==> src/rtl/pad_port_pkg.sv <==
package pad_port_pkg;
  localparam int unsigned PAD_BTN_N = 8;

  typedef enum logic [2:0] {
    BTN_A     = 3'd0,
    BTN_B     = 3'd1,
    BTN_SEL   = 3'd2,
    BTN_START = 3'd3,
    BTN_UP    = 3'd4,
    BTN_DOWN  = 3'd5,
    BTN_LEFT  = 3'd6,
    BTN_RIGHT = 3'd7
  } btn_idx_e;
endpackage

==> src/rtl/pad_bus_decode.sv <==
module pad_bus_decode #(
  parameter logic [15:0] BASE_ADDR = 16'h4016
) (
  input  logic [15:0] addr_i,
  input  logic        wr_i,
  input  logic        rd_i,
  input  logic        wbit_i,
  output logic        strb_wr_o,
  output logic        strb_set_o,
  output logic        rd_hit_o,
  output logic        rd_sel_o
);
  localparam logic [14:0] PAIR_TAG = BASE_ADDR[15:1];

  logic pair_hit;
  assign pair_hit   = (addr_i[15:1] == PAIR_TAG);
  assign strb_wr_o  = wr_i && pair_hit && (addr_i[0] == BASE_ADDR[0]);
  assign strb_set_o = wbit_i;
  assign rd_hit_o   = rd_i && pair_hit;
  assign rd_sel_o   = addr_i[0] ^ BASE_ADDR[0];
endmodule

==> src/rtl/pad_strobe_ctl.sv <==
module pad_strobe_ctl (
  input  logic clk_i,
  input  logic rst_ni,
  input  logic strb_wr_i,
  input  logic strb_set_i,
  output logic strobe_o,
  output logic load_o,
  output logic clr_o
);
  logic strobe_q;

  always_ff @(posedge clk_i or negedge rst_ni) begin
    if (!rst_ni)        strobe_q <= 1'b0;
    else if (strb_wr_i) strobe_q <= strb_set_i;
  end

  assign strobe_o = strobe_q;
  assign clr_o    = strb_wr_i && !strb_set_i;
  // capture only on active -> inactive
  assign load_o   = clr_o && strobe_q;


  load_edge_chk: assert property (@(posedge clk_i) disable iff (!rst_ni)
    load_o |=> !strobe_q);

  strobe_set_chk: assert property (@(posedge clk_i) disable iff (!rst_ni)
    (strb_wr_i && strb_set_i) |=> strobe_q);
endmodule

==> src/rtl/pad_shift_chan.sv <==
module pad_shift_chan
  import pad_port_pkg::*;
#(
  parameter int unsigned BTN_N = PAD_BTN_N
) (
  input  logic             clk_i,
  input  logic             rst_ni,
  input  logic [BTN_N-1:0] btn_i,
  input  logic             strobe_i,
  input  logic             load_i,
  input  logic             clr_i,
  input  logic             rd_i,
  output logic             bit_o
);
  localparam int unsigned IDX_W = $clog2(BTN_N + 1);
  localparam int unsigned SEL_W = (BTN_N > 1) ? $clog2(BTN_N) : 1;
  localparam logic [IDX_W-1:0] IDX_END = IDX_W'(BTN_N);

  logic [BTN_N-1:0] shreg_q;
  logic [IDX_W-1:0] idx_q;
  logic             more;

  assign more  = (idx_q < IDX_END);
  assign bit_o = strobe_i ? btn_i[int'(BTN_A)]
               : (more ? shreg_q[idx_q[SEL_W-1:0]] : 1'b1);

  always_ff @(posedge clk_i or negedge rst_ni) begin
    if (!rst_ni) begin
      shreg_q <= '0;
      idx_q   <= '0;
    end else begin
      if (load_i) shreg_q <= btn_i;
      if (clr_i)                          idx_q <= '0;
      else if (rd_i && !strobe_i && more) idx_q <= idx_q + 1'b1;
    end
  end


  strobe_hold_chk: assert property (@(posedge clk_i) disable iff (!rst_ni)
    (strobe_i && !clr_i) |=> $stable(idx_q));

  idx_clear_chk: assert property (@(posedge clk_i) disable iff (!rst_ni)
    clr_i |=> (idx_q == '0));

  drained_chk: assert property (@(posedge clk_i) disable iff (!rst_ni)
    ((idx_q == IDX_END) && !clr_i) |=> (idx_q == IDX_END));

  idx_range_chk: assert property (@(posedge clk_i) disable iff (!rst_ni)
    idx_q <= IDX_END);

  capture_hold_chk: assert property (@(posedge clk_i) disable iff (!rst_ni)
    !load_i |=> $stable(shreg_q));
endmodule

==> src/rtl/pad_port_if.sv <==
module pad_port_if
  import pad_port_pkg::*;
#(
  parameter logic [15:0] BASE_ADDR = 16'h4016,
  parameter logic [7:0]  BUS_MASK  = 8'hE0,
  parameter int unsigned BTN_N     = PAD_BTN_N
) (
  input  logic             clk_i,
  input  logic             rst_ni,
  input  logic [15:0]      addr_i,
  input  logic [7:0]       wdata_i,
  input  logic             wr_i,
  input  logic             rd_i,
  output logic [7:0]       rdata_o,
  input  logic [BTN_N-1:0] pad0_btn_i,
  input  logic [BTN_N-1:0] pad1_btn_i
);
  localparam int unsigned PORT_N = 2;

  logic strb_wr, strb_set, rd_hit, rd_sel;
  logic strobe, load, clr;
  logic [BTN_N-1:0] btn_arr [PORT_N];
  logic [PORT_N-1:0] chan_rd, chan_bit;
  logic [7:0] rdata_q;

  wire unused_wdata = ^wdata_i[7:1];

  assign btn_arr[0] = pad0_btn_i;
  assign btn_arr[1] = pad1_btn_i;

  pad_bus_decode #(.BASE_ADDR(BASE_ADDR)) i_decode (
    .addr_i     (addr_i),
    .wr_i       (wr_i),
    .rd_i       (rd_i),
    .wbit_i     (wdata_i[0]),
    .strb_wr_o  (strb_wr),
    .strb_set_o (strb_set),
    .rd_hit_o   (rd_hit),
    .rd_sel_o   (rd_sel)
  );

  pad_strobe_ctl i_strobe (
    .clk_i      (clk_i),
    .rst_ni     (rst_ni),
    .strb_wr_i  (strb_wr),
    .strb_set_i (strb_set),
    .strobe_o   (strobe),
    .load_o     (load),
    .clr_o      (clr)
  );

  for (genvar g = 0; g < PORT_N; g++) begin : g_chan
    assign chan_rd[g] = rd_hit && (rd_sel == g[0]);
    pad_shift_chan #(.BTN_N(BTN_N)) i_chan (
      .clk_i    (clk_i),
      .rst_ni   (rst_ni),
      .btn_i    (btn_arr[g]),
      .strobe_i (strobe),
      .load_i   (load),
      .clr_i    (clr),
      .rd_i     (chan_rd[g]),
      .bit_o    (chan_bit[g])
    );
  end

  always_ff @(posedge clk_i or negedge rst_ni) begin
    if (!rst_ni)     rdata_q <= '0;
    else if (rd_hit) rdata_q <= {addr_i[15:9] & BUS_MASK[7:1], chan_bit[rd_sel]};
  end

  assign rdata_o = rdata_q;


  rdata_hold_chk: assert property (@(posedge clk_i) disable iff (!rst_ni)
    !rd_hit |=> $stable(rdata_o));

  one_port_chk: assert property (@(posedge clk_i) disable iff (!rst_ni)
    $onehot0(chan_rd));

  open_bus_chk: assert property (@(posedge clk_i) disable iff (!rst_ni)
    rd_hit |=> ((rdata_o[7:1] & ~BUS_MASK[7:1]) == 7'd0));
endmodule

==> config.mk <==
export PLATFORM = sky130hd
export DESIGN_NAME = pad_port_if
export DESIGN_NICKNAME = d
export VERILOG_FILES = /design/src/rtl/pad_port_pkg.sv /design/src/rtl/pad_bus_decode.sv /design/src/rtl/pad_strobe_ctl.sv /design/src/rtl/pad_shift_chan.sv /design/src/rtl/pad_port_if.sv
export SDC_FILE = /design/constraint.sdc
export NUM_CORES = 1
export LEC_CHECK = 0
export CELL_PAD_IN_SITES_DETAIL_PLACEMENT = 1
export CELL_PAD_IN_SITES_GLOBAL_PLACEMENT = 1
export CORE_ASPECT_RATIO = 1.4
export CORE_MARGIN = 10
export CORE_UTILIZATION = 35
export DETAILED_ROUTE_END_ITERATION = 16
export PLACE_DENSITY = 0.9
export SYNTH_ARGS = -nofsm -noshare
export SYNTH_HDL_FRONTEND = slang
export SYNTH_SLANG_ARGS = --single-unit
==> constraint.sdc <==
create_clock -name clk_i -period 1.9 [get_ports clk_i]
set_input_delay 0.57 -clock clk_i [delete_from_list [all_inputs] [get_ports clk_i]]
set_output_delay 0.57 -clock clk_i [all_outputs]
set_load 0.02 [all_outputs]
# Word-level counts from Yosys, hierarchy flattened

Cells that the tools add are included.

Add/subtract/negate cells: 2
Magnitude comparators: 5
Equality and inequality tests: 1
Multiplexer cells: 14
Bitwise operators: 1
Reduce and logical (&&, ||, !) cells: 15

Operator list:

| kind                   | count |
|---|---|
| $mux W4                | 4 |
| $eq A15 B14 Y1 const B | 1 |
| $logic_and A1 B1 Y1    | 11 |
| $add A4 B1 Y4 const B  | 2 |
| $lt A3 B4 Y1 const B   | 2 |
| $lt A4 B4 Y1 const B   | 2 |
| $mux W1                | 8 |
| $bmux W1 S3            | 2 |
| $reduce_bool A2 Y1     | 2 |
| $logic_not A1 Y1       | 2 |
| $lt A1 B2 Y1 const B   | 1 |
| $not A1 Y1             | 1 |

Bits in registers: 29
Output and inout bits: 8
Logic and storage cells: 44

# Logic depth before layout (Yosys ltp)

Gate-level depths: netlist (run 1).

Depth after elaboration: 7
Depth in mapped cells: 6

# Cells and area by module

Synthesis (run 1) repeated with hierarchy kept, for this count alone.

Cell total of the unflattened synthesis: 117
Area, all modules: 1522.7 um^2

Modules (own cells, without submodules):

| module         | times used | cells an instance | area an instance (um^2) | sequential area each (um^2) |
|---|---|---|---|---|
| pad_shift_chan | 2          | 43                | 589.3                   | 300.3 |
| pad_port_if    | 1          | 17                | 198.9                   | 100.1 |
| pad_bus_decode | 1          | 10                | 88.8                    | 0.0 |
| pad_strobe_ctl | 1          | 4                 | 56.3                    | 25.0 |

# Worst setup path after synthesis (run 1)

Ideal clock, no wire load.

Path type: in2reg
Start point: input addr_i[11]
End point: register g_chan[0].i_chan.shreg_q[0]
Setup time: 0.125 ns
Data arrival time: 2.262 ns
Slack: -0.487 ns
Cell stages on the path: 5
Cells stage by stage: or4b_1 > buf_2 > nor4_4 > buf_2 > mux2_2

Cells in the longest elaborated chain, start to end: 5

Ends and longest elaborated chain:

| what                             | line                 | source |
|---|---|---|
| start: declaration               | pad_port_if.sv:10    | `input logic [15:0] addr_i,` |
| $eq A15 B14 Y1                   | pad_bus_decode.sv:16 | `assign pair_hit = (addr_i[15:1] == PAIR_TAG);` |
| $logic_and A1 B1 Y1 (2 in a row) | pad_bus_decode.sv:17 | `assign strb_wr_o = wr_i && pair_hit && (addr_i[0] == BASE_ADDR[0]);` |
| $logic_and A1 B1 Y1              | pad_strobe_ctl.sv:18 | `assign clr_o = strb_wr_i && !strb_set_i;` |
| $logic_and A1 B1 Y1              | pad_strobe_ctl.sv:20 | `assign load_o = clr_o && strobe_q;` |
| end signal: assignment           | pad_shift_chan.sv:32 | `if (load_i) shreg_q <= btn_i;` |
| end: declaration                 | pad_shift_chan.sv:19 | `logic [BTN_N-1:0] shreg_q;` |

No other way between the ends.
A chain may end at the register's enable or synchronous reset.

# Worst setup path after layout (run 1)

Start point: input addr_i[6]
End point: register g_chan[0].i_chan.idx_q[0]

Cells in the longest elaborated chain, start to end: 6
Elaborated cells between the ends (all ways): 10
Those cells by class: 1 x eq/ne; 1 x mux; 8 x reduce/logical

Ends and longest elaborated chain:

| what                                | line                 | source |
|---|---|---|
| $eq A15 B14 Y1 *                    | pad_bus_decode.sv:16 |  |
| $logic_and A1 B1 Y1                 | pad_bus_decode.sv:19 | `assign rd_hit_o = rd_i && pair_hit;` |
| $logic_and A1 B1 Y1                 | pad_port_if.sv:53    | `assign chan_rd[g] = rd_hit && (rd_sel == g[0]);` |
| $logic_and A1 B1 Y1 (2 in a row)    | pad_shift_chan.sv:34 | `else if (rd_i && !strobe_i && more) idx_q <= idx_q + 1'b1;` |
| $reduce_bool A2 Y1 (no source line) | -                    |  |
| end signal: assignment              | pad_shift_chan.sv:34 |  |
| end: declaration                    | pad_shift_chan.sv:20 | `logic [IDX_W-1:0] idx_q;` |

Mark *: on every way between the ends. The rest lies on a longest branch, timed or not.

==> out/qor.txt, run 1 <==
Pin count of the biggest net entering global routing: 30
CP startpoint kind: input port
Starting density of the core: 36.0%
Setup TNS: -3.69 ns
R2r setup slk: 0.02 ns
Num ports: 52
Skew-Pair Late Insertion Delay: 0.28 ns
DR WL/cell: 21.9 um
GRT Overall Usage: 13.5%
Final setup margin: -0.239 ns
Crit-path max cell delay: 0.61 ns
Synth cell count leaders: dfrtp_1 (29), mux2_2 (18), a21oi_1 (8), o21ai_0 (5)
Largest delay share family, worst path: simple AND/OR/NAND/NOR gates
WHS Endpoint: rdata_o[6]
Leak: 1.05 nW
DRT Pass-1 Iters: 4
Placed insts: 218
Violated checks: setup timing
Ys async rst share: 100%
Worst Path Max Fanout: 6
Post-Layout Cell Count: 232
Share of cells above drive strength 1: 47.6%
Area of the mapped netlist: 1510 um2
Routed vias/inst: 5.57
Rows: 28
Critical Path, Cell by Cell: buf_6, or4bb_4, or4_4, buf_6, o41ai_4, a21oi_2
Final min period: 2.14 ns
Routed WL: 5080 um
FF-to-FF Start: g_chan[0].i_chan.idx_q[1]
Max rail drop VDD: 0.252 mV
Number of vias in the routed layout: 1293
Mapped Cells: 124
Hold Slack: 0.492 ns
RD Place Congestion: 0.760
Htree depth: 2
Syn avg cell area: 12.2 um2
Highest Clock Rate: 468 MHz
DP Area: 2080 um2
Clock Path Buffers: 2
Vias in the first global route: 1590
Unrepaired setup endpoints after global routing: yes
Ranking of synthesized cells by area: dfrtp_1 (48%), mux2_2 (13%), mux4_2 (4.5%), a21oi_1 (2.6%), or4bb_1 (2.2%)
Final hold vios: 0
GRT overflow: 0
Count of final setup violators: 26
Number of flops mapped to enable cells by yosys: 0
Synth area leader: dfrtp_1
Drc violations: 0
Initial antenna violation count: 0
Die Area: 7390 um2
CP most frequent cell: buf_6
FF-to-FF End: g_chan[0].i_chan.idx_q[2]
CTS root buffer: clkbuf_8
Crit. End Element: register
Register area share after synthesis: 47.9%
Final design utilization: 56.0%
1st-iter DRT viols: 66
Clock Sinks: 29
Power, Total: 1.21 mW
Crit Path Class: in2reg
Final period utilization: 113%
Pre-CTS setup slack: -0.874 ns
CP Launch Point: addr_i[6]
Synth cell types: 40
Most frequent cell after synthesis: dfrtp_1
Die H: 97.8 um
ANT cells: 0
HP Start: rdata_o[6]
I/O Buffers: 40
Cts hold-fix bufs: 0
Hold Crit Class: reg2reg
CTS tree: done
P&R area growth vs syn: 55.6%
Run status: finished with violations
Reg2Reg Depth: 4
Final net count: 234
Worst path bufs/invs: 2
PwrDens: 515 nW/um2
Critical path required time: 2.06 ns
First-pass GRT wire length: 7750 um
ANT nets after route: 0
Core ar.: 4200 um2
CTS buffer count: 5
Max_cap viols: 0
Worst endpoint data arrival time: 2.30 ns
Most used flip-flop cell after synthesis: dfrtp_1
Slew Viols, Final: 0
Fillcell total: 443
Die X-Extent: 75.6 um
Worst-path clk slew: 0.06 ns
Post-route cell area: 2360 um2
Warnings, synthesis: 0
Slowest CP cell: or4_4
Final Skew: 0.00303 ns
Yosys reg bits: 29
Synth top area share: 47.9%
Worst Hold Path Cells: 1
Dpl hpwl: 3680 um
[where the power goes]
part	leakage (nW)	internal, mW	switching (mW)
clock	0.0399	0.240	0.224
combinational	0.604	0.0764	0.0553
sequential	0.405	0.618	0.000101
total	1.05	0.934	0.280
[metal layers]
metal | share of wire (%) | global-route usage [%] | up-vias
met3 | 5.8 | 4.26 | 9
met4 | 1.8 | 6.46 | 0
met5 | 0 | 0 | -
met2 | 56 | 25.2 | 39
li1 | - | - | 586
met1 | 36 | 12.4 | 659
[worst max path at each step]
stage	end	slack, ns	depth (start not counted)
2_1_floorplan	g_chan[0].i_chan.shreg_q[0]	-0.42	5
3_5_place_dp	g_chan[1].i_chan.idx_q[2]	-0.87	5
6_report	g_chan[0].i_chan.idx_q[0]	-0.24	6
5_1_grt	rdata_o[0]	-0.29	6
4_1_cts	g_chan[0].i_chan.idx_q[0]	-0.31	6
3_3_place_gp	g_chan[0].i_chan.idx_q[2]	-0.78	5
[cell usage in the layout (no fill, tap or decap), types with 2 or more instances in the layout]
cell / instances
buf_6: 8
clkdlybuf4s50_1: 23
ha_1: 2
buf_2: 6
mux2_4: 16
mux2_2: 2
or4_4: 2
nor4_2: 2
and2_4: 2
nor4_4: 2
or4bb_1: 2
inv_1: 3
nand2_1: 3
nor2_1: 4
a21oi_1: 5
nor3_1: 3
clkbuf_2: 4
o21ai_1: 2
nand3_1: 3
conb_1: 4
dfrtp_1: 29
clkdlybuf4s15_1: 2
mux2i_1: 3
or3_1: 2
buf_4: 17
a21oi_2: 3
o21ai_2: 3
clkbuf_8: 5
mux4_2: 3
[cell families (layout without fill, tap and decap cells)]
logic type / after synthesis / count (layout) / synth area share [%]
compound gates: 20 / 20 / 8.43
fa+ha+maj: 2 / 2 / 1.65
buf+inv: 12 / 72 / 4.63
flops: 29 / 29 / 47.9
mux: 24 / 24 / 19.8
other cells: 1 / 4 / 0.248
simple gates: 36 / 36 / 17.3
[repair_timing]
item / CTS / global route
setup buffers: 4 / 3
resized for setup: 60 / 37
pin swaps: 12 / 9
endpoints found under the setup margin: 29 / 29
gates cloned: 0 / 1
[worst reg2reg max path, cell delays in order, from the launching register on]
cell and delay, ns:
dfrtp_1 0.47, ha_1 0.20, or4b_2 0.63, or3_4 0.39
a21oi_2 0.12
[sequential cells by signal, summed over array words and instances (netlist names)]
register               count
g_chan.i_chan.idx_q        8
g_chan.i_chan.shreg_q     16
i_strobe.strobe_o          1
rdata_o                    4
[layout make-up]
type / instances / area, um2 / share of cell area [%]
clock buffers: 5 / 68.8 / 2.92
clock inverters: 1 / 5.00 / 0.212
well taps: 45 / 56.3 / 2.39
repair buffers: 63 / 576 / 24.4
multi-input cells: 86 / 913 / 38.8
flip-flops and latches: 29 / 726 / 30.8
inverters: 3 / 11.3 / 0.478
Power figures use the tool's default switching activity.
==> run 2, diff against run 1 <==
--- a/config.mk
+++ b/config.mk
@@ -5,13 +5,11 @@
 export SDC_FILE = /design/constraint.sdc
 export NUM_CORES = 1
 export LEC_CHECK = 0
-export CELL_PAD_IN_SITES_DETAIL_PLACEMENT = 1
-export CELL_PAD_IN_SITES_GLOBAL_PLACEMENT = 1
 export CORE_ASPECT_RATIO = 1.4
 export CORE_MARGIN = 10
-export CORE_UTILIZATION = 35
+export CORE_UTILIZATION = 45
 export DETAILED_ROUTE_END_ITERATION = 16
-export PLACE_DENSITY = 0.9
+export PLACE_DENSITY = 0.89
 export SYNTH_ARGS = -nofsm -noshare
 export SYNTH_HDL_FRONTEND = slang
 export SYNTH_SLANG_ARGS = --single-unit
==> out/qor.txt, run 2 (synthesis results as in run 1) <==
Routed WL: 4260 um
Area of the multi-input gates: 856 um2
Num ports: 52
Unrepaired setup endpoints after global routing: yes
Hold Crit Class: reg2reg
DR WL/cell: 18.8 um
Run status: finished with violations
Post-Layout Cell Count: 227
Final Skew: 0.00247 ns
Cts hold-fix bufs: 0
Drc violations: 0
Fillcell total: 240
Placed insts: 212
Final setup margin: -0.223 ns
Count of final setup violators: 27
Pint: 1.01 mW
Highest Clock Rate: 471 MHz
Clk pwr share: 43.2%
Rows: 24
CTS tree: done
Sequential cell area: 726 um2
Final hold vios: 0
Die X-Extent: 69.0 um
ANT nets after route: 0
I/O Buffers: 40
Final min period: 2.12 ns
CTS buffer count: 5
Dpl hpwl: 3080 um
Hold Slack: 0.470 ns
Worst endpoint data arrival time: 2.33 ns
Power, Total: 1.30 mW
Slew Viols, Final: 0
Share of cells above drive strength 1: 45.2%
Vias in the first global route: 1452
DRT Pass-1 Iters: 4
Violated checks: setup timing
Crit Path Class: in2reg
Max rail drop VDD: 0.387 mV
CTS root buffer: clkbuf_8
Leak: 1.04 nW
Final design utilization: 71.1%
Die H: 88.6 um
Crit. End Element: register
Comb pwr share: 9.4%
First-pass GRT wire length: 7180 um
Sw Share: 22.1%
Top reg by flops: g_chan.i_chan.shreg_q
Initial antenna violation count: 0
Pin count of the biggest net entering global routing: 30
Htree depth: 2
Commonest non-fill, non-tap cell in the layout: dfrtp_1
Psw: 0.288 mW
DP Area: 2080 um2
Post-route cell area: 2260 um2
Reg power frac: 47.4%
Clock Path Buffers: 2
GRT Overall Usage: 14.2%
Skew-Pair Late Insertion Delay: 0.28 ns
P&R area growth vs syn: 49.6%
Pre-CTS setup slack: -0.818 ns
Die Area: 6120 um2
Commonest cells after routing, fill and taps aside: dfrtp_1 (29), clkdlybuf4s50_1 (23), buf_4 (18)
Max_cap viols: 0
Worst Path Max Fanout: 8
ANT cells: 0
CP startpoint kind: input port
Worst-path clk slew: 0.06 ns
Number of flip-flops in the largest register: 16
Starting density of the core: 47.6%
GRT overflow: 0
Core ar.: 3180 um2
RD Place Congestion: 0.785
PwrDens: 575 nW/um2
1st-iter DRT viols: 31
Clock Sinks: 29
Number of vias in the routed layout: 1282
Setup TNS: -4.02 ns
Routed vias/inst: 5.65
Final net count: 233
Critical path required time: 2.11 ns
Final period utilization: 112%
## run 2: what timing repair did
action | CTS | global route
setup endpoints to repair | 29 | 29
pin swaps | 12 | 6
resized for setup | 52 | 17
buffers inserted | 6 | 1
## run 2: power by group through the flow
| stage | Clock (mW) | Combinational [mW] | Sequential (mW) |
|---|---|---|---|
| 2_1_floorplan | 0 | 0.0306 | 0.629 |
| 3_3_place_gp | 0 | 0.123 | 0.629 |
| 3_5_place_dp | 0 | 0.128 | 0.629 |
| 4_1_cts | 0.567 | 0.120 | 0.618 |
| 5_1_grt | 0.605 | 0.132 | 0.617 |
| 6_report | 0.563 | 0.122 | 0.618 |
## run 2: worst paths after layout
path | to | cells past startpoint | from | slack (ns)
max in group asynchronous | g_chan[0].i_chan.shreg_q[2] | 2 | rst_ni | 0.95
setup reg to reg | g_chan[0].i_chan.idx_q[2] | 4 | g_chan[0].i_chan.idx_q[1] | -0.04
hold reg to reg | rdata_o[6] | 1 | rdata_o[6] | 0.47
setup / recovery | g_chan[0].i_chan.idx_q[2] | 5 | addr_i[3] | -0.22
min in group asynchronous | g_chan[1].i_chan.idx_q[3] | 2 | rst_ni | 0.68
hold / removal | rdata_o[6] | 1 | rdata_o[6] | 0.47
## run 2: metal layers
metal	wire length [um]	up-vias	share of wire, %	global-route usage (%)
met1	1530	638	36	13.6
met2	2340	43	55	26.9
li1	-	589	-	-
met5	0	-	0	0
met3	265	12	6.2	5.38
met4	120	0	2.8	5.69
## run 2: area by class of cell
class                   count  share of cell area [%]
multi-input cells          86                    37.8
well taps                  39                    2.15
repair buffers             62                    23.0
inverters                   3                   0.497
clock buffers               7                    4.25
flip-flops and latches     29                    32.0
clock inverters             1                   0.221
## run 2: worst max-delay path: stages
cell     delay (ns)
buf_6          0.09
or4b_4         0.54
or4_4          0.63
or3_4          0.35
a21oi_2        0.15
==> run 3, diff against run 2 <==
--- a/config.mk
+++ b/config.mk
@@ -13,3 +13,4 @@
 export SYNTH_ARGS = -nofsm -noshare
 export SYNTH_HDL_FRONTEND = slang
 export SYNTH_SLANG_ARGS = --single-unit
+export TNS_END_PERCENT = 50
==> out/qor.txt, run 3 (synthesis results as in run 1) <==
Run status: finished with violations
Violated checks: setup timing
Unrepaired setup endpoints after global routing: yes
Pre-CTS setup slack: -0.924 ns
Die Area: 6120 um2
Leak: 1.08 nW
Routed WL: 4760 um
GRT Overall Usage: 14.9%
Setup TNS: -4.50 ns
Comb pwr share: 9.7%
DP Area: 2060 um2
Slowest CP cell: or4_4
CTS buffer count: 5
Routed vias/inst: 5.75
I/O Buffers: 40
PwrDens: 541 nW/um2
DRT Pass-1 Iters: 4
Critical path required time: 2.11 ns
Skew-Pair Late Insertion Delay: 0.29 ns
Dpl hpwl: 3140 um
Vias in the first global route: 1526
Final min period: 2.16 ns
R2r setup slk: 0.04 ns
CTS root buffer: clkbuf_8
Worst-path clk slew: 0.06 ns
Clock Sinks: 29
Psw: 0.286 mW
CP startpoint kind: input port
Reg power frac: 47.4%
CTS tree: done
Hold Crit Class: reg2reg
Largest delay share family, worst path: simple AND/OR/NAND/NOR gates
Crit-path max cell delay: 0.61 ns
1st-iter DRT viols: 78
Top reg by flops: g_chan.i_chan.shreg_q
Num ports: 52
Final period utilization: 113%
Post-route cell area: 2410 um2
Pin count of the biggest net entering global routing: 30
Final setup margin: -0.255 ns
Final net count: 237
Starting density of the core: 47.6%
ANT cells: 0
Worst Path Max Fanout: 7
Clk pwr share: 42.9%
Max_cap viols: 0
RD Place Congestion: 0.737
P&R area growth vs syn: 59.1%
Htree depth: 2
ANT nets after route: 0
Commonest cells after routing, fill and taps aside: dfrtp_1 (29), clkdlybuf4s50_1 (23), mux2_4 (17), buf_4 (17), buf_6 (9)
Highest Clock Rate: 464 MHz
Number of flip-flops in the largest register: 16
Hold Slack: 0.495 ns
Commonest non-fill, non-tap cell in the layout: dfrtp_1
Rows: 24
Die H: 88.6 um
Clock Path Buffers: 2
Initial antenna violation count: 0
GRT overflow: 0
Pint: 1.02 mW
DR WL/cell: 20.6 um
Core ar.: 3180 um2
Drc violations: 0
Count of final setup violators: 29
Crit. End Element: register
Critical Path, Cell by Cell: buf_6, or4b_4, or4_4, or3_1, a21oi_2
Number of vias in the routed layout: 1328
Final Skew: 0.00374 ns
First-pass GRT wire length: 7330 um
Max rail drop VDD: 0.597 mV
Sw Share: 21.9%
Final design utilization: 75.7%
Share of cells above drive strength 1: 45.3%
Worst endpoint data arrival time: 2.37 ns
Worst path bufs/invs: 1
Slew Viols, Final: 0
Crit Path Class: in2reg
Die X-Extent: 69.0 um
Final hold vios: 0
## run 3: path summary, 6_finish.rpt
| kind | start | to | depth (start not counted) |
|---|---|---|---|
| max | addr_i[11] | g_chan[1].i_chan.idx_q[2] | 5 |
| min | rdata_o[6] | rdata_o[6] | 1 |
| max reg2reg | g_chan[0].i_chan.idx_q[1] | rdata_o[0] | 4 |
| min reg2reg | rdata_o[6] | rdata_o[6] | 1 |
| min in group asynchronous | rst_ni | rdata_o[5] | 2 |
| max in group asynchronous | rst_ni | g_chan[0].i_chan.shreg_q[3] | 2 |
## run 3: timing repair
item,in CTS,in global routing
setup buffers,9,3
pin swaps,17,14
gates cloned,1,0
hold buffers,0,0
gates resized for setup,52,38
endpoints found under the setup margin,29,29
## run 3: power by group through the flow
stage / Sequential [mW] / Clock [mW] / Combinational (mW)
final: 0.618 / 0.559 / 0.127
after global routing: 0.617 / 0.601 / 0.137
after CTS: 0.618 / 0.571 / 0.119
after detailed placement: 0.629 / 0 / 0.125
after global placement: 0.629 / 0 / 0.119
after floorplan: 0.629 / 0 / 0.0304
## run 3: stage by stage
| stage | power, mW | instances |
|---|---|---|
| 2_1_floorplan | 0.660 | 127 |
| 3_3_place_gp | 0.748 | 210 |
| 3_5_place_dp | 0.754 | 210 |
| 4_1_cts | 1.31 | 228 |
| 5_1_grt | 1.36 | 231 |
| 6_report | 1.30 | 231 |
## run 3: metal layers
metal / vias to the layer above / track usage, % / wire length (um)
li1: 597 / - / -
met5: - / 0 / 0
met1: 649 / 13.2 / 1680
met3: 18 / 6.17 / 308
met4: 0 / 10.3 / 225
met2: 64 / 27.3 / 2550
## run 3: layout make-up
class / instances / area, um2
fillers: 203 / 774
well taps: 39 / 48.8
flip-flops and latches: 29 / 726
clock inverters: 1 / 5.00
inverters: 3 / 11.3
multi-input cells: 86 / 920
clock buffers: 7 / 96.3
repair buffers: 66 / 602
